$ cat config.mk
export PLATFORM = sky130hd
export DESIGN_NAME = irq_group_ctrl
export DESIGN_NICKNAME = d
export VERILOG_FILES = /design/src/rtl/irq_group_pkg.sv /design/src/rtl/irq_sync.sv /design/src/rtl/irq_detect.sv /design/src/rtl/irq_regs.sv /design/src/rtl/irq_merge.sv /design/src/rtl/irq_group_ctrl.sv
export SDC_FILE = /design/constraint.sdc
export NUM_CORES = 1
export LEC_CHECK = 0
export BUFFER_PORTS_ARGS = -buffer_cell sky130_fd_sc_hd__buf_2
export CAP_MARGIN = 20
export CORE_MARGIN = 4
export CORE_UTILIZATION = 55
export DETAILED_ROUTE_END_ITERATION = 10
export PLACE_DENSITY = 0.82
export SETUP_SLACK_MARGIN = 0.15
export SYNTH_ARGS = -nofsm -noshare
export SYNTH_HDL_FRONTEND = slang
export SYNTH_SLANG_ARGS = --single-unit
export TNS_END_PERCENT = 1
$ cat constraint.sdc
create_clock -name clk -period 3.8 [get_ports clk]
set_clock_uncertainty 0.05 [all_clocks]
set_input_delay 0.19 -clock clk [delete_from_list [all_inputs] [get_ports clk]]
set_output_delay 0.19 -clock clk [all_outputs]
set_load 0.01 [all_outputs]
$ cat src/rtl/irq_group_pkg.sv
package irq_group_pkg;
  localparam int LINES  = 16;
  localparam int GROUPS = 4;
  localparam int ADDR_W = 4;
  localparam int NMI_LINE = 15;

  typedef logic [LINES-1:0]  line_vec_t;
  typedef logic [ADDR_W-1:0] addr_t;

  localparam addr_t     MASK_ADDR  = 4'h4;
  localparam addr_t     FLAG_ADDR  = 4'hC;
  localparam line_vec_t EDGE_LINES = 16'h8000;
  localparam line_vec_t MASK_RESET = 16'hFFFF;

  // fixed membership of each line in each output group
  function automatic line_vec_t group_mask(input int g);
    case (g)
      0:       return 16'h0028;
      1:       return 16'h0050;
      2:       return 16'h1C00;
      3:       return 16'h6386;
      default: return '0;
    endcase
  endfunction

  function automatic line_vec_t live_pending(input line_vec_t flags,
                                             input line_vec_t mask);
    return flags & ~mask;
  endfunction

  // level sets are suppressed in a clearing cycle, edge sets are never lost
  function automatic line_vec_t next_flags(input line_vec_t flags,
                                           input line_vec_t keep,
                                           input line_vec_t lvl,
                                           input line_vec_t edg);
    return (flags & keep) | (lvl & keep) | edg;
  endfunction
endpackage

$ cat src/rtl/irq_sync.sv
module irq_sync #(
  parameter int W      = 16,
  parameter int STAGES = 2
) (
  input  logic         clk,
  input  logic         rst_n,
  input  logic [W-1:0] async_i,
  output logic [W-1:0] sync_o
);
  logic [W-1:0] stage_q [STAGES];

  generate
    for (genvar s = 0; s < STAGES; s++) begin : g_stage
      always_ff @(posedge clk or negedge rst_n) begin
        if (!rst_n) stage_q[s] <= '1;
        else if (s == 0) stage_q[s] <= async_i;
        else stage_q[s] <= stage_q[(s == 0) ? 0 : s-1];
      end
    end
  endgenerate

  assign sync_o = stage_q[STAGES-1];
endmodule

$ cat src/rtl/irq_detect.sv
module irq_detect
  import irq_group_pkg::*;
(
  input  logic      clk,
  input  logic      rst_n,
  input  line_vec_t line_n_i,
  output line_vec_t level_set_o,
  output line_vec_t edge_set_o
);
  line_vec_t prev_q;

  always_ff @(posedge clk or negedge rst_n) begin
    if (!rst_n) prev_q <= '1;
    else        prev_q <= line_n_i;
  end

  generate
    for (genvar i = 0; i < LINES; i++) begin : g_line
      if (EDGE_LINES[i]) begin : g_edge
        assign edge_set_o[i]  = prev_q[i] & ~line_n_i[i];
        assign level_set_o[i] = 1'b0;
      end else begin : g_level
        assign edge_set_o[i]  = 1'b0;
        assign level_set_o[i] = ~line_n_i[i];
      end
    end
  endgenerate
endmodule

$ cat src/rtl/irq_regs.sv
module irq_regs
  import irq_group_pkg::*;
(
  input  logic      clk,
  input  logic      rst_n,
  input  addr_t     addr_i,
  input  logic      wr_en_i,
  input  line_vec_t wdata_i,
  input  line_vec_t level_set_i,
  input  line_vec_t edge_set_i,
  output line_vec_t mask_o,
  output line_vec_t flag_o,
  output line_vec_t rdata_o
);
  line_vec_t mask_q, flag_q, keep;
  logic      mask_wr, flag_wr;

  assign mask_wr = wr_en_i && (addr_i == MASK_ADDR);
  assign flag_wr = wr_en_i && (addr_i == FLAG_ADDR);
  assign keep    = flag_wr ? wdata_i : '1;

  always_ff @(posedge clk or negedge rst_n) begin
    if (!rst_n)       mask_q <= MASK_RESET;
    else if (mask_wr) mask_q <= wdata_i;
  end

  always_ff @(posedge clk or negedge rst_n) begin
    if (!rst_n) flag_q <= '0;
    else        flag_q <= next_flags(flag_q, keep, level_set_i, edge_set_i);
  end

  always_comb begin
    case (addr_i)
      MASK_ADDR: rdata_o = mask_q;
      FLAG_ADDR: rdata_o = flag_q;
      default:   rdata_o = '0;
    endcase
  end

  assign mask_o = mask_q;
  assign flag_o = flag_q;
endmodule

$ cat src/rtl/irq_merge.sv
module irq_merge
  import irq_group_pkg::*;
(
  input  logic              clk,
  input  logic              rst_n,
  input  line_vec_t         flag_i,
  input  line_vec_t         mask_i,
  output logic [GROUPS-1:0] cpu_irq_o,
  output logic              nmi_o
);
  line_vec_t pend;
  assign pend = live_pending(flag_i, mask_i);

  generate
    for (genvar g = 0; g < GROUPS; g++) begin : g_out
      always_ff @(posedge clk or negedge rst_n) begin
        if (!rst_n) cpu_irq_o[g] <= 1'b0;
        else        cpu_irq_o[g] <= |(pend & group_mask(g));
      end
    end
  endgenerate

  always_ff @(posedge clk or negedge rst_n) begin
    if (!rst_n) nmi_o <= 1'b0;
    else        nmi_o <= flag_i[NMI_LINE];
  end
endmodule

$ cat src/rtl/irq_group_ctrl.sv
module irq_group_ctrl
  import irq_group_pkg::*;
#(
  parameter int SYNC_STAGES = 2
) (
  input  logic              clk,
  input  logic              rst_n,
  input  logic [LINES-1:0]  req_n_i,
  input  logic [ADDR_W-1:0] addr_i,
  input  logic              wr_en_i,
  input  logic [LINES-1:0]  wdata_i,
  output logic [LINES-1:0]  rdata_o,
  output logic [GROUPS-1:0] cpu_irq_o,
  output logic              nmi_o
);
  line_vec_t line_sync, level_set, edge_set, mask_q, flag_q;

  irq_sync #(.W(LINES), .STAGES(SYNC_STAGES)) u_sync (
    .clk(clk), .rst_n(rst_n), .async_i(req_n_i), .sync_o(line_sync)
  );

  irq_detect u_detect (
    .clk(clk), .rst_n(rst_n), .line_n_i(line_sync),
    .level_set_o(level_set), .edge_set_o(edge_set)
  );

  irq_regs u_regs (
    .clk(clk), .rst_n(rst_n), .addr_i(addr_i), .wr_en_i(wr_en_i),
    .wdata_i(wdata_i), .level_set_i(level_set), .edge_set_i(edge_set),
    .mask_o(mask_q), .flag_o(flag_q), .rdata_o(rdata_o)
  );

  irq_merge u_merge (
    .clk(clk), .rst_n(rst_n), .flag_i(flag_q), .mask_i(mask_q),
    .cpu_irq_o(cpu_irq_o), .nmi_o(nmi_o)
  );
endmodule

==> flow_metrics.env <==
export IMPL_run_status="completed"
export IMPL_pin_count=60
export IMPL_synth_commonest_cells="sky130_fd_sc_hd__dfstp_2, sky130_fd_sc_hd__dfrtp_1, sky130_fd_sc_hd__a22o_1, sky130_fd_sc_hd__inv_1, sky130_fd_sc_hd__a2bb2oi_1"
export IMPL_met1_length_um=1965
export IMPL_pre_cts_ws_ns=1.943
export IMPL_synth_area_leaders="sky130_fd_sc_hd__dfstp_2, sky130_fd_sc_hd__dfrtp_1, sky130_fd_sc_hd__mux2_4, sky130_fd_sc_hd__a22o_1, sky130_fd_sc_hd__a2bb2oi_1"
export IMPL_tritoncts="done"
export IMPL_drtIter0Drc=76
export IMPL_first_global_vias=1650
export IMPL_critical_path_peak_fanout=16
export IMPL_synth_enable_flop_cells=0
export IMPL_share_of_the_synthesized_area_in_compound_gates_ao_oa_aoi_oai_pct=12.96
export IMPL_multiInputGateArea_um2=615.6
export IMPL_antenna_violations_before_repair=0
export IMPL_post_synth_top_count_cell="sky130_fd_sc_hd__dfstp_2"
export IMPL_clk_latency_ns=0.33
export IMPL_ys_types=23
export IMPL_final_core_utilization_pct=72.85
export IMPL_row_cnt=24
export IMPL_areaGrowthSynthToFinish_pct=26.60
export IMPL_leakagePower_nw=1.505
export IMPL_fin_crit_ns=1.797
export IMPL_synth_area_leader_cell="sky130_fd_sc_hd__dfstp_2"
export IMPL_power_density_nw_per_um2=504.2
export IMPL_initial_core_util_pct=57.54
export IMPL_synth_top_cell_area_share_pct=50.69
export IMPL_routed_wirelength_um=4593
export IMPL_layout_area_seq_um2=1813
export IMPL_crit_path_max_incr_delay_ns=0.82
export IMPL_grt_max_degree=39
export IMPL_setup_repair_bufs_after_cts=0
export IMPL_critPathCaptureType="output port"
export IMPL_critical_path_required_ns=3.56
export IMPL_synth_area_per_inst_um2=16.28
export IMPL_drive_above_1_share_pct=58.68
export IMPL_chipHeight_um=75.96
export IMPL_worst_margin_slew_ns=0.9723
export IMPL_route_detailed_drc=0
export IMPL_cts_resized_gates=0
export IMPL_cpMaxStageDelayCell="sky130_fd_sc_hd__nor4b_4"
export IMPL_vias_per_cell=5.099
export IMPL_first_pass_iters=4
export IMPL_synth_net_count=195
export IMPL_setup_slack_ns=2.004
export IMPL_cts_made_buffers=9
export IMPL_routed_via_count=1499
export IMPL_report_final_setup_viol=0
export IMPL_dominantRegCellSynth="sky130_fd_sc_hd__dfstp_2"
export IMPL_topRoutingLayerUsed="met4"
export IMPL_global_route_usage_total_pct=17.39
export IMPL_place_detailed_instances=262
export IMPL_class_of_the_worst_hold_path="input port to flop"
export IMPL_ir_drop_v=0.0003668
export IMPL_port_buffer_count=59
export IMPL_period_share_pct=47.28
export IMPL_detailedPlacementHpwl_um=3080
export IMPL_async_reset_ff_share_pct=100.0
export IMPL_nFillCells=282
export IMPL_postSynthRegisterBits=70
export IMPL_detailed_route_wirelength_on_metal2_um=2356
export IMPL_routabilityCongestion=0.7810
export IMPL_numClockSinks=70
export IMPL_cp_cell_sequence="buf_2 -> nor4b_4 -> a22o_1 -> buf_2"
export IMPL_maxClockFrequency_ghz=0.5566
export IMPL_max_cap_violations=0
export IMPL_coreArea_um2=4414
export IMPL_instances_no_fill=294
export IMPL_sequential_share_of_the_synthesized_area_pct=71.38
export IMPL_cp_arrival_ns=1.56
export IMPL_drt_wirelength_per_cell_um=15.62
export IMPL_floorplan_die_area_um2=5769
export IMPL_yosys_area_share_xor_xnor_pct=0
export IMPL_synthAdderAreaFrac_pct=0
export IMPL_maximum_count_of_clock_buffers_along_a_single_path=2
export IMPL_postSynthCellCount=156
export IMPL_muxShareOfSynthArea_pct=8.571
export IMPL_maxSlewHeadroom_pct=35.13
export IMPL_die_w_um=75.96
export IMPL_grt_pass1_wl_um=7845
export IMPL_worst_setup_path_type="input port to output port"
export IMPL_cell_at_the_root_of_the_clock_tree="sky130_fd_sc_hd__clkbuf_8"
export IMPL_postRouteAntennaNets=0
export IMPL_worst_setup_path_start_kind="input port"
export IMPL_synth_simple_gate_area_share_pct=2.709
export IMPL_synth_yosys_warnings=0
export IMPL_rsz_0062_raised_after_global_routing="no"
export IMPL_path_common_cell="sky130_fd_sc_hd__buf_2"
export IMPL_number_of_nets_in_the_layout=277
export IMPL_timing_setup_tns_ns=0
export IMPL_globalRouteOverflowTotal=0
export IMPL_antenna_cells_inserted=0
export IMPL_route_met3_wl_um=229
export IMPL_post_synth_instance_area_um2=2540
export IMPL_postCtsHoldBufs=17
export IMPL_clk_pin_slew_ns=0.07
export IMPL_cts_htree_levels=3
export IMPL_main_combinational_cell_family_by_area_after_synthesis="compound AO/OA/AOI/OAI gates"
export IMPL_finalHoldViolations=0
export IMPL_number_of_max_slew_violations_in_the_final_report=0
[per-layer routing]
layer / up-vias / track usage [%]
li1: 719 / -
met1: 740 / 21.02
met2: 34 / 27.91
met3: 6 / 6.043
met4: 0 / 8.007
met5: - / 0
[state kept, by name, indices dropped and copies added (netlist names)]
register and count:
u_sync.sync_o 16, u_detect.prev_q 1, u_merge.cpu_irq_o 4, u_regs.flag_o 16, u_merge.nmi_o 1, u_regs.mask_o 16, u_sync.stage_q 16
[final cells by class]
class                           count  share of cell area [%]
Multi-Input combinational cell     64                   19.14
Timing Repair Buffer               77                   14.71
Clock buffer                       11                   4.397
Inverter                           16                   1.868
Clock inverter                      4                   1.479
Sequential cell                    70                   56.38
Tap cell                           52                   2.023
[layout by cell type, fill, tap and decap left out]
cell type	instances
sky130_fd_sc_hd__a2bb2oi_1	15
sky130_fd_sc_hd__a21o_1	1
sky130_fd_sc_hd__clkbuf_8	10
sky130_fd_sc_hd__bufinv_16	1
sky130_fd_sc_hd__dfstp_2	49
sky130_fd_sc_hd__o21bai_1	1
sky130_fd_sc_hd__nand2_1	1
sky130_fd_sc_hd__clkbuf_1	1
sky130_fd_sc_hd__nor2_2	1
sky130_fd_sc_hd__and3_2	1
sky130_fd_sc_hd__inv_1	16
sky130_fd_sc_hd__nor4b_4	1
sky130_fd_sc_hd__dlygate4sd3_1	17
sky130_fd_sc_hd__or4_1	1
sky130_fd_sc_hd__mux2_4	10
sky130_fd_sc_hd__clkinv_2	2
sky130_fd_sc_hd__and4b_1	1
sky130_fd_sc_hd__clkinvlp_4	1
sky130_fd_sc_hd__o21ai_0	1
sky130_fd_sc_hd__o22ai_1	6
sky130_fd_sc_hd__mux2_2	6
sky130_fd_sc_hd__buf_2	59
sky130_fd_sc_hd__a22o_1	16
sky130_fd_sc_hd__dfrtp_1	21
sky130_fd_sc_hd__nand4_1	1
sky130_fd_sc_hd__nor2_1	1
sky130_fd_sc_hd__buf_4	1
[final timing paths]
| path | from | endpoint | slack [ns] | cells past startpoint |
|---|---|---|---|---|
| worst max-delay path | addr_i[3] | rdata_o[9] | 2.00 | 4 |
| worst min-delay path | wdata_i[10] | u_regs.mask_o[10]$_DFFE_PN1P_ | 0.06 | 2 |
| worst max register to register | u_regs.mask_o[14]$_DFFE_PN1P_ | u_merge.cpu_irq_o[3]$_DFF_PN0_ | 2.51 | 2 |
| worst min register to register | u_sync.stage_q[22]$_DFF_PN1_ | u_sync.sync_o[6]$_DFF_PN1_ | 0.30 | 0 |
| max in group asynchronous | rst_n | u_sync.stage_q[16]$_DFF_PN1_ | 2.33 | 3 |
| min in group asynchronous | rst_n | u_regs.flag_o[0]$_DFF_PN0_ | 0.44 | 2 |
[stage by stage]
step / total power, mW / hold slack, ns / area (µm²)
detailed placement: 1.058 / 0.2462 / 2856
CTS: 1.639 / 0.03842 / 3216
global placement: 1.050 / 0.2443 / 2856
finish: 1.621 / 0.05769 / 3216
floorplan: 0.9855 / -0.1556 / 2540
global route: 1.702 / 0.03316 / 3216
[cell families after synthesis]
family	count (synthesis)
flip-flops	70
AO/OA/AOI/OAI	40
buffers and inverters	22
multiplexers	16
AND/OR/NAND/NOR	8
[where the power goes]
group	leakage (nW)	total (mW)	switching, mW	internal, mW
clock network	0.0952	0.564	0.248	0.315
registers	0.704	0.897	0.0410	0.856
logic	0.706	0.161	0.0628	0.0980
[critical path, delay by kind of cell]
kind | cells | cell delay (ns)
simple gates | 1 | 0.82
compound gates | 1 | 0.28
buf+inv | 2 | 0.27
No activity file was read; power rests on OpenSTA's default activity.
